**src/rtl/prg_xlat_pkg.sv**
```systemverilog
package prg_xlat_pkg;
  localparam int OFS_BITS = 13;
  localparam logic [15:0] BANK0_BASE  = 16'h8000;
  localparam logic [15:0] BANK1_BASE  = 16'hA000;
  localparam logic [15:0] MIRROR_ADDR = 16'h9000;
  localparam logic [2:0]  RAM_PAGE    = 3'b011;
  typedef enum logic [1:0] {WIN_NONE, WIN_RAM, WIN_ROM} win_e;
endpackage

```
**src/rtl/prg_bank_regs.sv**
```systemverilog
module prg_bank_regs
  import prg_xlat_pkg::*;
#(
  parameter int BANK_BITS = 5
) (
  input  logic                 clk,
  input  logic                 rst_n,
  input  logic [15:0]          cpu_addr,
  input  logic [7:0]           cpu_data,
  input  logic                 cpu_wr,
  output logic [BANK_BITS-1:0] bank0_o,
  output logic [BANK_BITS-1:0] bank1_o,
  output logic                 mirror_o
);
  logic [BANK_BITS-1:0] bank_q [2];
  logic                 mirror_q;
  logic                 unused_data_hi;

  assign unused_data_hi = ^cpu_data[7:BANK_BITS];

  for (genvar g = 0; g < 2; g++) begin : g_bank
    localparam logic [15:0] BASE = (g == 0) ? BANK0_BASE : BANK1_BASE;
    logic hit;
    assign hit = cpu_wr && (cpu_addr[15:2] == BASE[15:2]);
    always_ff @(posedge clk or negedge rst_n) begin
      if (!rst_n)   bank_q[g] <= '0;
      else if (hit) bank_q[g] <= cpu_data[BANK_BITS-1:0];
    end
  end

  always_ff @(posedge clk or negedge rst_n) begin
    if (!rst_n)                                  mirror_q <= 1'b0;
    else if (cpu_wr && cpu_addr == MIRROR_ADDR)  mirror_q <= cpu_data[0];
  end

  assign bank0_o  = bank_q[0];
  assign bank1_o  = bank_q[1];
  assign mirror_o = mirror_q;

  // a strobed write in the first register range lands one edge later
  a_r2_bank0_load: assert property (@(posedge clk) disable iff (!rst_n)
    (cpu_wr && cpu_addr[15:2] == 14'h2000) |=> bank0_o == $past(cpu_data[BANK_BITS-1:0]));

  a_r3_bank1_load: assert property (@(posedge clk) disable iff (!rst_n)
    (cpu_wr && cpu_addr[15:2] == 14'h2800) |=> bank1_o == $past(cpu_data[BANK_BITS-1:0]));
  // nothing changes without the strobe
  a_r10_no_strobe_hold: assert property (@(posedge clk) disable iff (!rst_n)
    !cpu_wr |=> ($stable(bank0_o) && $stable(bank1_o) && $stable(mirror_o)));
  // off-target writes keep the bank registers
  a_r8_bank_ignore: assert property (@(posedge clk) disable iff (!rst_n)
    (cpu_wr && cpu_addr[15:2] != 14'h2000 && cpu_addr[15:2] != 14'h2800)
      |=> ($stable(bank0_o) && $stable(bank1_o)));

  a_r7_mirror_load: assert property (@(posedge clk) disable iff (!rst_n)
    (cpu_wr && cpu_addr == 16'h9000) |=> mirror_o == $past(cpu_data[0]));
endmodule

```
**src/rtl/prg_addr_map.sv**
```systemverilog
module prg_addr_map
  import prg_xlat_pkg::*;
#(
  parameter int BANK_BITS = 5,
  parameter int NUM_BANKS = 32
) (
  input  logic [15:0]                   cpu_addr,
  input  logic [BANK_BITS-1:0]          bank0,
  input  logic [BANK_BITS-1:0]          bank1,
  output logic [BANK_BITS+OFS_BITS-1:0] rom_addr,
  output logic                          rom_sel,
  output logic                          ram_sel
);
  localparam logic [BANK_BITS-1:0] FIX_LO = BANK_BITS'(NUM_BANKS - 2);
  localparam logic [BANK_BITS-1:0] FIX_HI = BANK_BITS'(NUM_BANKS - 1);

  win_e                 win;
  logic [BANK_BITS-1:0] bank;

  always_comb begin
    if (cpu_addr[15])                          win = WIN_ROM;
    else if (cpu_addr[15:13] == RAM_PAGE)      win = WIN_RAM;
    else                                       win = WIN_NONE;
  end

  always_comb begin
    unique case (cpu_addr[14:13])
      2'b00:   bank = bank0;
      2'b01:   bank = bank1;
      2'b10:   bank = FIX_LO;
      default: bank = FIX_HI;
    endcase
  end

  assign rom_sel  = (win == WIN_ROM);
  assign ram_sel  = (win == WIN_RAM);
  assign rom_addr = rom_sel ? {bank, cpu_addr[OFS_BITS-1:0]} : '0;
endmodule

```
**src/rtl/nt_mirror_sel.sv**
```systemverilog
module nt_mirror_sel (
  input  logic horiz,
  input  logic ppu_a10,
  input  logic ppu_a11,
  output logic nt_a10
);
  assign nt_a10 = horiz ? ppu_a11 : ppu_a10;
endmodule

```
**src/rtl/prg_bank_xlat.sv**
```systemverilog
module prg_bank_xlat
  import prg_xlat_pkg::*;
#(
  parameter int BANK_BITS = 5,
  parameter int NUM_BANKS = 32
) (
  input  logic                  clk,
  input  logic                  rst_n,
  input  logic [15:0]           cpu_addr,
  input  logic [7:0]            cpu_data,
  input  logic                  cpu_wr,
  input  logic                  ppu_a10,
  input  logic                  ppu_a11,
  output logic [BANK_BITS+12:0] rom_addr,
  output logic                  rom_sel,
  output logic                  ram_sel,
  output logic                  mirror_horiz,
  output logic                  nt_a10
);
  logic [BANK_BITS-1:0] bank0, bank1;

  prg_bank_regs #(.BANK_BITS(BANK_BITS)) u_regs (
    .clk(clk), .rst_n(rst_n), .cpu_addr(cpu_addr), .cpu_data(cpu_data),
    .cpu_wr(cpu_wr), .bank0_o(bank0), .bank1_o(bank1), .mirror_o(mirror_horiz)
  );

  prg_addr_map #(.BANK_BITS(BANK_BITS), .NUM_BANKS(NUM_BANKS)) u_map (
    .cpu_addr(cpu_addr), .bank0(bank0), .bank1(bank1),
    .rom_addr(rom_addr), .rom_sel(rom_sel), .ram_sel(ram_sel)
  );

  nt_mirror_sel u_nt (
    .horiz(mirror_horiz), .ppu_a10(ppu_a10), .ppu_a11(ppu_a11), .nt_a10(nt_a10)
  );

  // the two selects never overlap
  a_r6_sel_onehot: assert property (@(posedge clk) disable iff (!rst_n)
    $onehot0({rom_sel, ram_sel}));
  // the work-RAM window never drives a ROM address
  a_r5_ram_no_rom: assert property (@(posedge clk) disable iff (!rst_n)
    ram_sel |-> (rom_addr == '0 && cpu_addr[15:13] == 3'b011));
  // the upper half of ROM space shows the last two banks
  a_r4_fixed_top: assert property (@(posedge clk) disable iff (!rst_n)
    (rom_sel && cpu_addr[14]) |-> (32'(rom_addr[BANK_BITS+12:13]) == 32'(NUM_BANKS - 2) + 32'(cpu_addr[13])));
  // nametable line follows the mode
  a_r7_nt_follow: assert property (@(posedge clk) disable iff (!rst_n)
    nt_a10 == (mirror_horiz ? ppu_a11 : ppu_a10));
endmodule

```
**config.mk**
```make
export PLATFORM = sky130hd
export DESIGN_NAME = prg_bank_xlat
export DESIGN_NICKNAME = d
export VERILOG_FILES = /design/src/rtl/prg_xlat_pkg.sv /design/src/rtl/prg_bank_regs.sv /design/src/rtl/prg_addr_map.sv /design/src/rtl/nt_mirror_sel.sv /design/src/rtl/prg_bank_xlat.sv
export SDC_FILE = /design/constraint.sdc
export NUM_CORES = 1
export LEC_CHECK = 0
export ABC_AREA = 1
export BUFFER_PORTS_ARGS = -buffer_cell sky130_fd_sc_hd__clkbuf_2
export CAP_MARGIN = 25
export CORE_MARGIN = 5
export CORE_UTILIZATION = 45
export DETAILED_ROUTE_END_ITERATION = 12
export PLACE_DENSITY_LB_ADDON = 0.05
export SYNTH_ARGS = -nofsm -noshare
export SYNTH_HDL_FRONTEND = slang
export SYNTH_SLANG_ARGS = --single-unit
```
**constraint.sdc**
```tcl
create_clock -name clk -period 1.29 [get_ports clk]
set_clock_uncertainty 0.15 [all_clocks]
set_input_delay 0.0645 -clock clk [delete_from_list [all_inputs] [get_ports clk]]
set_output_delay 0.0645 -clock clk [all_outputs]
set_load 0.01 [all_outputs]
```
==> results.sh <==
export IMPL_initial_core_util_pct=47.3
export IMPL_tightest_slew_ns=0.327
export IMPL_grt_first_pass_wirelength_mm=3.44
export IMPL_grtUsageMet2_pct=32.0
export IMPL_violations="setup timing"
export IMPL_syn_area_um2=807
export IMPL_viasPerCell=4.57
export IMPL_place_hpwl_mm=1.75
export IMPL_worstSetupEndpointType="primary output"
export IMPL_synth_top_area_cell="dfrtp_1"
export IMPL_netSwitchingPower_uw=227
export IMPL_die_x_um=52.4
export IMPL_p_int_uw=556
export IMPL_grt_usage_pct=16.7
export IMPL_maxSlewViolCount=0
export IMPL_grt_pass1_vias=848
export IMPL_clk_pin_slew_worst_paths_ns=0.07
export IMPL_num_vias=933
export IMPL_worstPathRequired_ns=1.08
export IMPL_dpl_cell_area_um2=1050
export IMPL_grt_max_degree=15
export IMPL_cts_buffers=3
export IMPL_synth_seq_cells=11
export IMPL_seqCellArea_um2=275
export IMPL_max_freq_ghz=0.767
export IMPL_ys_flop_type="dfrtp_1"
export IMPL_layout_nets=209
export IMPL_ys_top_cells_by_area="dfrtp_1 34%, nand2_1 20%, inv_1 8.8%"
export IMPL_status="complete, but fails checks"
export IMPL_core_rowCount=15
export IMPL_layout_min_cycle_time_ns=1.30
export IMPL_synthTopCellsByCount="42 x nand2_1, 19 x inv_1, 16 x nor2_1"
export IMPL_synth_edff_count=0
export IMPL_cp_start_kind="register"
export IMPL_crit_path_start="u_regs.mirror_o"
export IMPL_hold_class="in -> reg"
export IMPL_ir_worst_vdd_mv=0.575
export IMPL_ff2ff_path_depth=3
export IMPL_clk_latency_ns=0.26
export IMPL_ant_nets=0
export IMPL_slew_headroom_pct=78.2
export IMPL_power_density_nw_per_um2=671
export IMPL_die_area_um2=2740
export IMPL_netlist_instances=123
export IMPL_rsz0062_at_grt="yes"
export IMPL_dr_pass1_iters=4
export IMPL_htree_levels=1
export IMPL_top_usage_layer="met2"
export IMPL_cts_buffer_depth=2
export IMPL_use_met3_pct=3.42
export IMPL_fill_cells=168
export IMPL_final_cell_count_no_fill=204
export IMPL_drc=0
export IMPL_p_leak_nw=0.759
export IMPL_synth_distinct_cells=21
export IMPL_synth_area_per_cell_um2=6.56
export IMPL_clock_sink_count=11
export IMPL_netlist_area_leader_share_pct=34.1
export IMPL_crit_fanout=2
export IMPL_antenna_cells=0
export IMPL_reg2reg_from="u_regs.mirror_o"
export IMPL_path_class="reg -> out"
export IMPL_antenna_found_initial=0
export IMPL_cp_data_arrival_time_ns=1.09
export IMPL_reg2reg_slack_ns=0.40
export IMPL_comb_power_share_pct=26.4
export IMPL_yosysMostFrequentCell="nand2_1"
export IMPL_dr_first_iter_drc_count=20
export IMPL_ys_async_sr_fraction_pct=100
export IMPL_switching_share_pct=29.0
export IMPL_seqPwrFrac_pct=44.1
export IMPL_post_route_cells_drive_above_1_share_pct=35.2
export IMPL_hold_depth=6
export IMPL_yosys_warnings=0
export IMPL_wl_per_cell_um=10.7
export IMPL_fin_crit_sh_pct=101
export IMPL_cap_violations=0
export IMPL_ios=51
export IMPL_ys_seq_area_share_pct=34.1
export IMPL_port_buffers=47
export IMPL_cts_tree="done"
export IMPL_setup_violations=1
export IMPL_hold_start="cpu_addr[0]"
export IMPL_met1_usage_pct=17.5
export IMPL_syn2layout_area_growth_pct=44.7
export IMPL_fp_dieH_um=52.4
export IMPL_grt_overflow=0
export IMPL_place_inst=192
export IMPL_multiInputGateArea_um2=433
export IMPL_syn_num_nets=152
export IMPL_routed_wl_mm=2.19
export IMPL_p_clk_share_pct=29.6
export IMPL_cts_root_buffer_cell="clkbuf_4"
export IMPL_core_area_um2=1710
export IMPL_hold_viol=0
export IMPL_place_congestion=0.819
export IMPL_fin_area_um2=1170
export IMPL_finalWorstSetupSlack_ns=-0.0138
export IMPL_setup_tns_ns=-0.0138
## per-stage QoR
step / power, mW / setup WS (ns) / hold WS, ns / utilization, %
2_1_floorplan: 0.441 / 0.314 / -0.381 / -
3_3_place_gp: 0.535 / 0.0667 / -0.201 / 61.7
3_5_place_dp: 0.538 / 0.0445 / -0.197 / 61.7
4_1_cts: 0.783 / -0.00552 / 0.0362 / 67.8
5_1_grt: 0.833 / -0.0484 / 0.0807 / 68.4
6_report: 0.783 / -0.0138 / 0.0353 / 68.4
## cells in the final DEF, fill, tap and decap left out, types with 2 or more instances in the layout
cell type and instances:
nand2_1 42, clkbuf_4 3, nor2_4 2, dlygate4sd3_1 7, buf_4 2, clkbuf_2 46
nand3_1 7, o21ai_1 2, inv_1 19, o21ai_0 3, nand4_1 6, nor2_1 16
nor2_2 3, dfrtp_1 11
## layer usage
layer | vias to the layer above | part of all wire [%]
met5 | - | 0
met4 | 0 | 0.32
met3 | 2 | 12
met2 | 45 | 50
met1 | 389 | 38
li1 | 497 | -
## critical path: stages, from the launching register on
cell and delay [ns]:
dfrtp_1 0.40, mux2_4 0.31, buf_6 0.12
## cell type report
class	count	area share [%]
multi-input cells	88	37.1
repair buffers	56	28.0
clock buffers	4	2.25
flip-flops and latches	11	23.6
inverters	20	6.43
well taps	25	2.68
## power groups by stage
stage / combinational [mW] / sequential [mW] / clock (mW)
6_report: 0.206 / 0.345 / 0.231
5_1_grt: 0.231 / 0.345 / 0.257
4_1_cts: 0.204 / 0.345 / 0.235
3_5_place_dp: 0.186 / 0.352 / 0
3_3_place_gp: 0.183 / 0.352 / 0
2_1_floorplan: 0.0891 / 0.352 / 0
## cells by family (layout without fill, tap and decap cells)
| logic type | after synthesis | after routing | share of synthesized area [%] |
|---|---|---|---|
| flip-flops | 11 | 11 | 34.1 |
| AO/OA/AOI/OAI | 6 | 6 | 3.72 |
| AND/OR/NAND/NOR | 81 | 81 | 48.1 |
| multiplexers | 1 | 1 | 1.40 |
| buffers and inverters | 24 | 80 | 12.7 |
## registers in the layout, summed over array words and instances (netlist names)
name             count
u_regs.bank0_o       5
u_regs.bank1_o       5
u_regs.mirror_o      1
## repair_timing
item	CTS	global route
pin swaps	0	0
hold buffers	7	0
endpoints found under the setup margin	1	3
buffers inserted	1	0
gates cloned	0	0
gates resized for setup	0	5
endpoints found under the hold margin	22	0
## path summary, 6_finish.rpt
kind / to
setup reg to reg: u_regs.mirror_o
min in group asynchronous: u_regs.bank1_o[1]
max in group asynchronous: u_regs.bank1_o[2]
hold / removal: u_regs.mirror_o
setup / recovery: nt_a10
hold reg to reg: u_regs.bank1_o[2]
Power figures use the tool's default switching activity.
